$ cat src/rtl/cps_pkg.sv
package cps_pkg;

  typedef struct packed {
    logic shrink;
    logic skip;
    logic cb_slow;
    logic cb_fast;
    logic nzvs;
  } cyc_flags_t;

  // one hysteresis pair: below entry level / above exit level
  typedef struct packed {
    logic below_entry;
    logic above_exit;
  } hyst_pair_t;

  // one limit with its normal and deep-below-resonance comparator
  typedef struct packed {
    logic lvl_nrm;
    logic lvl_hi;
  } lim_pair_t;

  localparam cyc_flags_t FLAGS_SAFE = '{shrink: 1'b1, skip: 1'b1,
                                        cb_slow: 1'b0, cb_fast: 1'b0,
                                        nzvs: 1'b0};

  function automatic logic hyst_next(logic cur, hyst_pair_t p);
    if (p.below_entry)     return 1'b1;
    else if (p.above_exit) return 1'b0;
    else                   return cur;
  endfunction

  function automatic logic lim_pick(lim_pair_t p, logic use_hi);
    return use_hi ? p.lvl_hi : p.lvl_nrm;
  endfunction

endpackage

$ cat src/rtl/cps_sync_bank.sv
module cps_sync_bank #(
  parameter int WIDTH  = 8,
  parameter int STAGES = 2
) (
  input  logic             clk,
  input  logic             rst_n,
  input  logic [WIDTH-1:0] din,
  output logic [WIDTH-1:0] dout
);

  logic [WIDTH-1:0] stage_q [STAGES];
  logic [WIDTH-1:0] stage_d [STAGES];

  for (genvar s = 0; s < STAGES; s++) begin : g_stage
    if (s == 0) begin : g_first
      always_comb stage_d[s] = din;
    end else begin : g_next
      always_comb stage_d[s] = stage_q[s-1];
    end

    always_ff @(posedge clk or negedge rst_n) begin
      if (!rst_n) stage_q[s] <= '0;
      else        stage_q[s] <= stage_d[s];
    end
  end

  assign dout = stage_q[STAGES-1];

endmodule

$ cat src/rtl/cps_cycle_flags.sv
module cps_cycle_flags
  import cps_pkg::*;
(
  input  logic       clk,
  input  logic       rst_n,
  input  logic       uvlo,
  input  logic       sample_en,
  input  logic       deep_sel,
  input  hyst_pair_t shr_pair,
  input  hyst_pair_t skp_pair,
  input  lim_pair_t  ocl1_pair,
  input  lim_pair_t  ocl2_pair,
  input  logic       comp_hi,
  input  logic       cs_pk_hi,
  output cyc_flags_t flags_q
);

  cyc_flags_t flags_d;

  always_comb begin
    flags_d = flags_q;
    if (uvlo) begin
      flags_d = FLAGS_SAFE;
    end else if (sample_en) begin
      flags_d.shrink  = hyst_next(flags_q.shrink, shr_pair);
      flags_d.skip    = hyst_next(flags_q.skip, skp_pair);
      flags_d.cb_slow = lim_pick(ocl1_pair, deep_sel);
      flags_d.cb_fast = lim_pick(ocl2_pair, deep_sel);
      flags_d.nzvs    = comp_hi & ~cs_pk_hi;
    end
  end

  always_ff @(posedge clk or negedge rst_n) begin
    if (!rst_n) flags_q <= FLAGS_SAFE;
    else        flags_q <= flags_d;
  end

endmodule

$ cat src/rtl/cps_ocp_debounce.sv
module cps_ocp_debounce #(
  parameter int DEB_CYC = 6,
  parameter int N_SRC   = 3
) (
  input  logic             clk,
  input  logic             rst_n,
  input  logic             uvlo,
  input  logic             fault_clr,
  input  logic [N_SRC-1:0] trip_src,
  output logic             fault_q
);

  localparam int CW = (DEB_CYC > 1) ? $clog2(DEB_CYC) : 1;
  localparam logic [CW-1:0] LAST = CW'(DEB_CYC - 1);

  logic          trip;
  logic          trip_done;
  logic [CW-1:0] run_q, run_d;
  logic          fault_d;

  assign trip      = |trip_src;
  assign trip_done = trip && (run_q == LAST);

  always_comb begin
    run_d = run_q;
    if (uvlo || !trip)   run_d = '0;
    else if (run_q != LAST) run_d = run_q + 1'b1;
  end

  always_comb begin
    fault_d = fault_q;
    if (uvlo || fault_clr) fault_d = 1'b0;
    else if (trip_done)    fault_d = 1'b1;
  end

  always_ff @(posedge clk or negedge rst_n) begin
    if (!rst_n) begin
      run_q   <= '0;
      fault_q <= 1'b0;
    end else begin
      run_q   <= run_d;
      fault_q <= fault_d;
    end
  end

endmodule

$ cat src/rtl/cyc_peak_supervisor.sv
module cyc_peak_supervisor
  import cps_pkg::*;
#(
  parameter int SYNC_STAGES = 2,
  parameter int DEB_CYC     = 6
) (
  input  logic clk,
  input  logic rst_n,
  input  logic uvlo,
  input  logic fault_clr,
  input  logic gate1,
  input  logic deep_br,
  input  logic pk_below_shr,
  input  logic pk_above_shr_exit,
  input  logic pk_below_skp,
  input  logic pk_above_skp_exit,
  input  logic pk_ocl1_nrm,
  input  logic pk_ocl2_nrm,
  input  logic pk_ocp1_nrm,
  input  logic pk_ocl1_hi,
  input  logic pk_ocl2_hi,
  input  logic pk_ocp1_hi,
  input  logic comp_hi,
  input  logic cs_pk_hi,
  input  logic cs_over_pos,
  input  logic cs_over_neg,
  output logic sr_shrink,
  output logic sr_skip,
  output logic cb_slow,
  output logic cb_fast,
  output logic nzvs_req,
  output logic ocp_fault
);

  localparam int NSYNC = 16;
  localparam int N_TRIP = 3;

  logic [NSYNC-1:0] raw_vec, syn_vec;
  logic             gate_s, deep_s;
  hyst_pair_t       shr_s, skp_s;
  lim_pair_t        ocl1_s, ocl2_s, ocp1_s;
  logic             comp_hi_s, cs_pk_hi_s, over_pos_s, over_neg_s;
  logic             gate_prev_q;
  logic             gate_fall;
  logic [N_TRIP-1:0] trip_vec;
  cyc_flags_t       flags;

  assign raw_vec = {gate1, deep_br,
                    pk_below_shr, pk_above_shr_exit,
                    pk_below_skp, pk_above_skp_exit,
                    pk_ocl1_nrm, pk_ocl1_hi,
                    pk_ocl2_nrm, pk_ocl2_hi,
                    pk_ocp1_nrm, pk_ocp1_hi,
                    comp_hi, cs_pk_hi, cs_over_pos, cs_over_neg};

  cps_sync_bank #(.WIDTH(NSYNC), .STAGES(SYNC_STAGES)) u_sync (
    .clk  (clk),
    .rst_n(rst_n),
    .din  (raw_vec),
    .dout (syn_vec)
  );

  assign {gate_s, deep_s, shr_s, skp_s, ocl1_s, ocl2_s, ocp1_s,
          comp_hi_s, cs_pk_hi_s, over_pos_s, over_neg_s} = syn_vec;

  // falling-edge detect on the synchronized gate
  always_ff @(posedge clk or negedge rst_n) begin
    if (!rst_n) gate_prev_q <= 1'b0;
    else        gate_prev_q <= gate_s;
  end

  assign gate_fall = gate_prev_q & ~gate_s;

  cps_cycle_flags u_flags (
    .clk      (clk),
    .rst_n    (rst_n),
    .uvlo     (uvlo),
    .sample_en(gate_fall),
    .deep_sel (deep_s),
    .shr_pair (shr_s),
    .skp_pair (skp_s),
    .ocl1_pair(ocl1_s),
    .ocl2_pair(ocl2_s),
    .comp_hi  (comp_hi_s),
    .cs_pk_hi (cs_pk_hi_s),
    .flags_q  (flags)
  );

  assign trip_vec = {lim_pick(ocp1_s, deep_s), over_pos_s, over_neg_s};

  cps_ocp_debounce #(.DEB_CYC(DEB_CYC), .N_SRC(N_TRIP)) u_deb (
    .clk      (clk),
    .rst_n    (rst_n),
    .uvlo     (uvlo),
    .fault_clr(fault_clr),
    .trip_src (trip_vec),
    .fault_q  (ocp_fault)
  );

  assign sr_shrink = flags.shrink;
  assign sr_skip   = flags.skip;
  assign cb_slow   = flags.cb_slow;
  assign cb_fast   = flags.cb_fast;
  assign nzvs_req  = flags.nzvs;

endmodule

$ cat config.mk
export PLATFORM = sky130hd
export DESIGN_NAME = cyc_peak_supervisor
export DESIGN_NICKNAME = d
export VERILOG_FILES = /design/src/rtl/cps_pkg.sv /design/src/rtl/cps_sync_bank.sv /design/src/rtl/cps_cycle_flags.sv /design/src/rtl/cps_ocp_debounce.sv /design/src/rtl/cyc_peak_supervisor.sv
export SDC_FILE = /design/constraint.sdc
export NUM_CORES = 1
export LEC_CHECK = 0
export ABC_AREA = 1
export CAP_MARGIN = 0
export CELL_PAD_IN_SITES_DETAIL_PLACEMENT = 0
export CELL_PAD_IN_SITES_GLOBAL_PLACEMENT = 1
export CORE_MARGIN = 3
export CORE_UTILIZATION = 36
export CTS_CLUSTER_SIZE = 10
export DETAILED_ROUTE_END_ITERATION = 16
export GPL_TIMING_DRIVEN = 0
export PLACE_DENSITY = 0.72
export RECOVER_POWER = 50
export SYNTH_ARGS = -nofsm -noshare
export SYNTH_HDL_FRONTEND = slang
export SYNTH_HIERARCHICAL = 1
export SYNTH_SLANG_ARGS = --single-unit
$ cat constraint.sdc
create_clock -name clk -period 0.9 [get_ports clk]
set_input_delay 0.09 -clock clk [delete_from_list [all_inputs] [get_ports clk]]
set_output_delay 0.09 -clock clk [all_outputs]
set_load 0.05 [all_outputs]
==> flow_summary.json <==
{
  "via_count": 783,
  "drv_cap": 0,
  "critPathRequiredTime_ns": 0.81,
  "outcome": "complete, but fails checks",
  "row_count": 21,
  "fill_cells": 290,
  "period_needed_ns": 1.074,
  "p_comb_share_pct": 9.8,
  "detail-route-antenna-nets": 0,
  "pre_cts_ws_ns": -0.4916,
  "htree_levels": 2,
  "die_y_um": 66.78,
  "slowest_stage": "dfstp_2",
  "r2r_end": "u_deb/run_q[0]",
  "drt_first_iter_violations": 37,
  "hold_slack_ns": -0.05253,
  "avgSynthCellArea_um2": 13.30,
  "slew_viol_final": 0,
  "fin_ws_ns": -0.1737,
  "setup_tns_ns": -0.9281,
  "dpl.hpwl_um": 1194,
  "p_per_area_nw_per_um2": 1892,
  "grt-ovfl-total": 0,
  "die_area_um2": 4460,
  "crit_path_start_kind": "flip-flop",
  "wl_um": 1934,
  "max_stage_delay_ns": 0.55,
  "place_inst": 171,
  "fin_crit_sh_pct": 119.3,
  "fin_nets": 165,
  "cts-root-buf": "clkbuf_8",
  "io_buffers": 25,
  "start_util_pct": 38.64,
  "clockBufferDepth": 2,
  "dr.pass1.iters": 2,
  "worst-path-buf-inv": 1,
  "synth.distinct_cells": 17,
  "crit_chain": "buf_8",
  "ys_seq_area_share_pct": 79.21,
  "netSwitchingFraction_pct": 22.95,
  "yosys_warnings": 6,
  "core_um2": 3442,
  "min_path_type": "input pin to async pin",
  "path_class": "flip-flop to output pin",
  "io_pins": 26,
  "syn-cell-area_um2": 1330,
  "stdcell_count": 190,
  "syn2layout_area_growth_pct": 43.37,
  "switching_power_uw": 827.7,
  "gp_congestion": 0.7240,
  "insertion_delay_ns": 0.29,
  "p_int_uw": 2779,
  "tightest_slew_ns": 0.9719,
  "stdcell_area_um2": 1907,
  "avgRoutedWirePerCell_um": 10.18,
  "drc": 0,
  "rsz0062_at_grt": "yes",
  "finalSetupViolations": 13,
  "fin_skew_ns": 0.005331,
  "synthesis.nets": 122,
  "grt_pass1_wl_um": 3098,
  "avgViaCountPerCell": 4.121,
  "reg2reg_slack_ns": -0.11,
  "slew_headroom_pct": 35.21,
  "violations": "hold timing, setup timing",
  "ir_drop_uv": 1247,
  "cts_tree": "yes",
  "grt_max_degree": 43,
  "antenna_found_initial": 0,
  "die_w_um": 66.78,
  "crit_fanout": 2,
  "grt_pass1_vias": 783,
  "max_freq_mhz": 931.4,
  "synth_seq_cells": 42,
  "reg2reg_from": "u_deb/run_q[0]",
  "clkSinkCount": 42,
  "crit_path_end_kind": "output pin",
  "layout-drive-gt1-share_pct": 33.33,
  "grtUsageTotal_pct": 9.982,
  "hold_viol": 40,
  "rr_worst_depth": 5,
  "num_antenna_cells": 0,
  "cpLargestDelayFamily": "flip-flops",
  "final_cell_mix": "dfrtp_1, nand2_1, dlygate4sd3_1, buf_4, buf_6",
  "clockPowerShare_pct": 33.7,
  "synth_cells": 100,
  "numCtsBuffers": 5,
  "power_leakage_uw": 0.0009188,
  "p_seq_share_pct": 56.5,
  "layout_commonest_cell": "dfrtp_1",
  "dpl-instance-area_um2": 1657,
  "clk_pin_slew_worst_paths_ns": 0.08,
  "critPathArrivalTime_ns": 0.98
}
-- cell usage after synthesis (all sizes together) --
master | instances | area, um^2
or2 | 1 | 6.260
nor2 | 4 | 17.52
nand3 | 1 | 5.000
clkinv | 1 | 5.000
a21oi | 4 | 23.77
inv | 11 | 41.29
dfstp | 2 | 52.55
dfrtp | 40 | 1001
nand4 | 4 | 25.02
xnor2 | 1 | 8.760
nand2 | 27 | 108.9
o21ai | 2 | 10.01
ha | 2 | 25.02
-- per-layer routing --
layer	vias to the layer above	part of all wire, %	GRT usage [%]
li1	393	-	-
met1	364	42	10.46
met2	21	48	15.10
met3	5	7.9	5.565
met4	0	2.3	6.853
met5	-	0	0
-- registers in the layout, indices dropped and copies added, names as in the netlist --
name             count
gate_prev_q          1
u_deb/run_q          3
u_flags/flags_q      5
u_sync/dout         16
u_deb/fault_q        1
u_sync/stage_d      16
-- worst max path at each step --
| stage | start | end | cells past startpoint |
|---|---|---|---|
| after global placement | rst_n | u_sync/dout[1] | 1 |
| after CTS | u_flags/flags_q[3] | sr_skip | 1 |
| after floorplan | u_deb/run_q[0] | u_deb/run_q[0] | 5 |
| final | u_flags/flags_q[3] | sr_skip | 1 |
| after detailed placement | u_flags/flags_q[3] | sr_skip | 1 |
| after global routing | u_flags/flags_q[3] | sr_skip | 1 |
-- stage by stage --
step                util [%]  total power, uW
detailed placement     48.13             2368
global route           55.40             3794
finish                 55.40             3607
floorplan                  -             2201
global placement       48.27             2357
CTS                    52.67             3620
-- cell type report --
| cell class | count | area, um^2 | area share [%] |
|---|---|---|---|
| Clock inverter | 2 | 12.51 | 0.6562 |
| Sequential cell | 42 | 1054 | 55.25 |
| Tap cell | 46 | 57.56 | 3.018 |
| Inverter | 12 | 50.05 | 2.625 |
| Timing Repair Buffer | 36 | 354.1 | 18.57 |
| Clock buffer | 6 | 82.58 | 4.331 |
| Multi-Input combinational cell | 46 | 296.5 | 15.55 |
-- kinds of logic (layout without fill, tap and decap cells) --
logic type | count (synthesis) | count (layout) | synth area share [%]
flops | 42 | 42 | 79.21
simple gates | 37 | 37 | 12.23
xor+xnor | 1 | 1 | 0.6586
buf+inv | 12 | 56 | 3.480
fa+ha+maj | 2 | 2 | 1.881
compound gates | 6 | 6 | 2.540
-- timing repair --
item | in CTS | in global routing
endpoints found under the hold margin | 40 | 29
gates resized for setup | 48 | 15
pin swaps | 5 | 10
buffers inserted | 4 | 8
setup endpoints to repair | 15 | 15
-- power by group through the flow --
| stage | clock network [uW] | registers, uW | logic [uW] |
|---|---|---|---|
| floorplan | 0 | 2110 | 94.7 |
| global placement | 0 | 2070 | 291 |
| detailed placement | 0 | 2070 | 297 |
| CTS | 1250 | 2040 | 331 |
| global route | 1350 | 2050 | 396 |
| finish | 1210 | 2040 | 355 |
(Power assumes the default switching activity.)
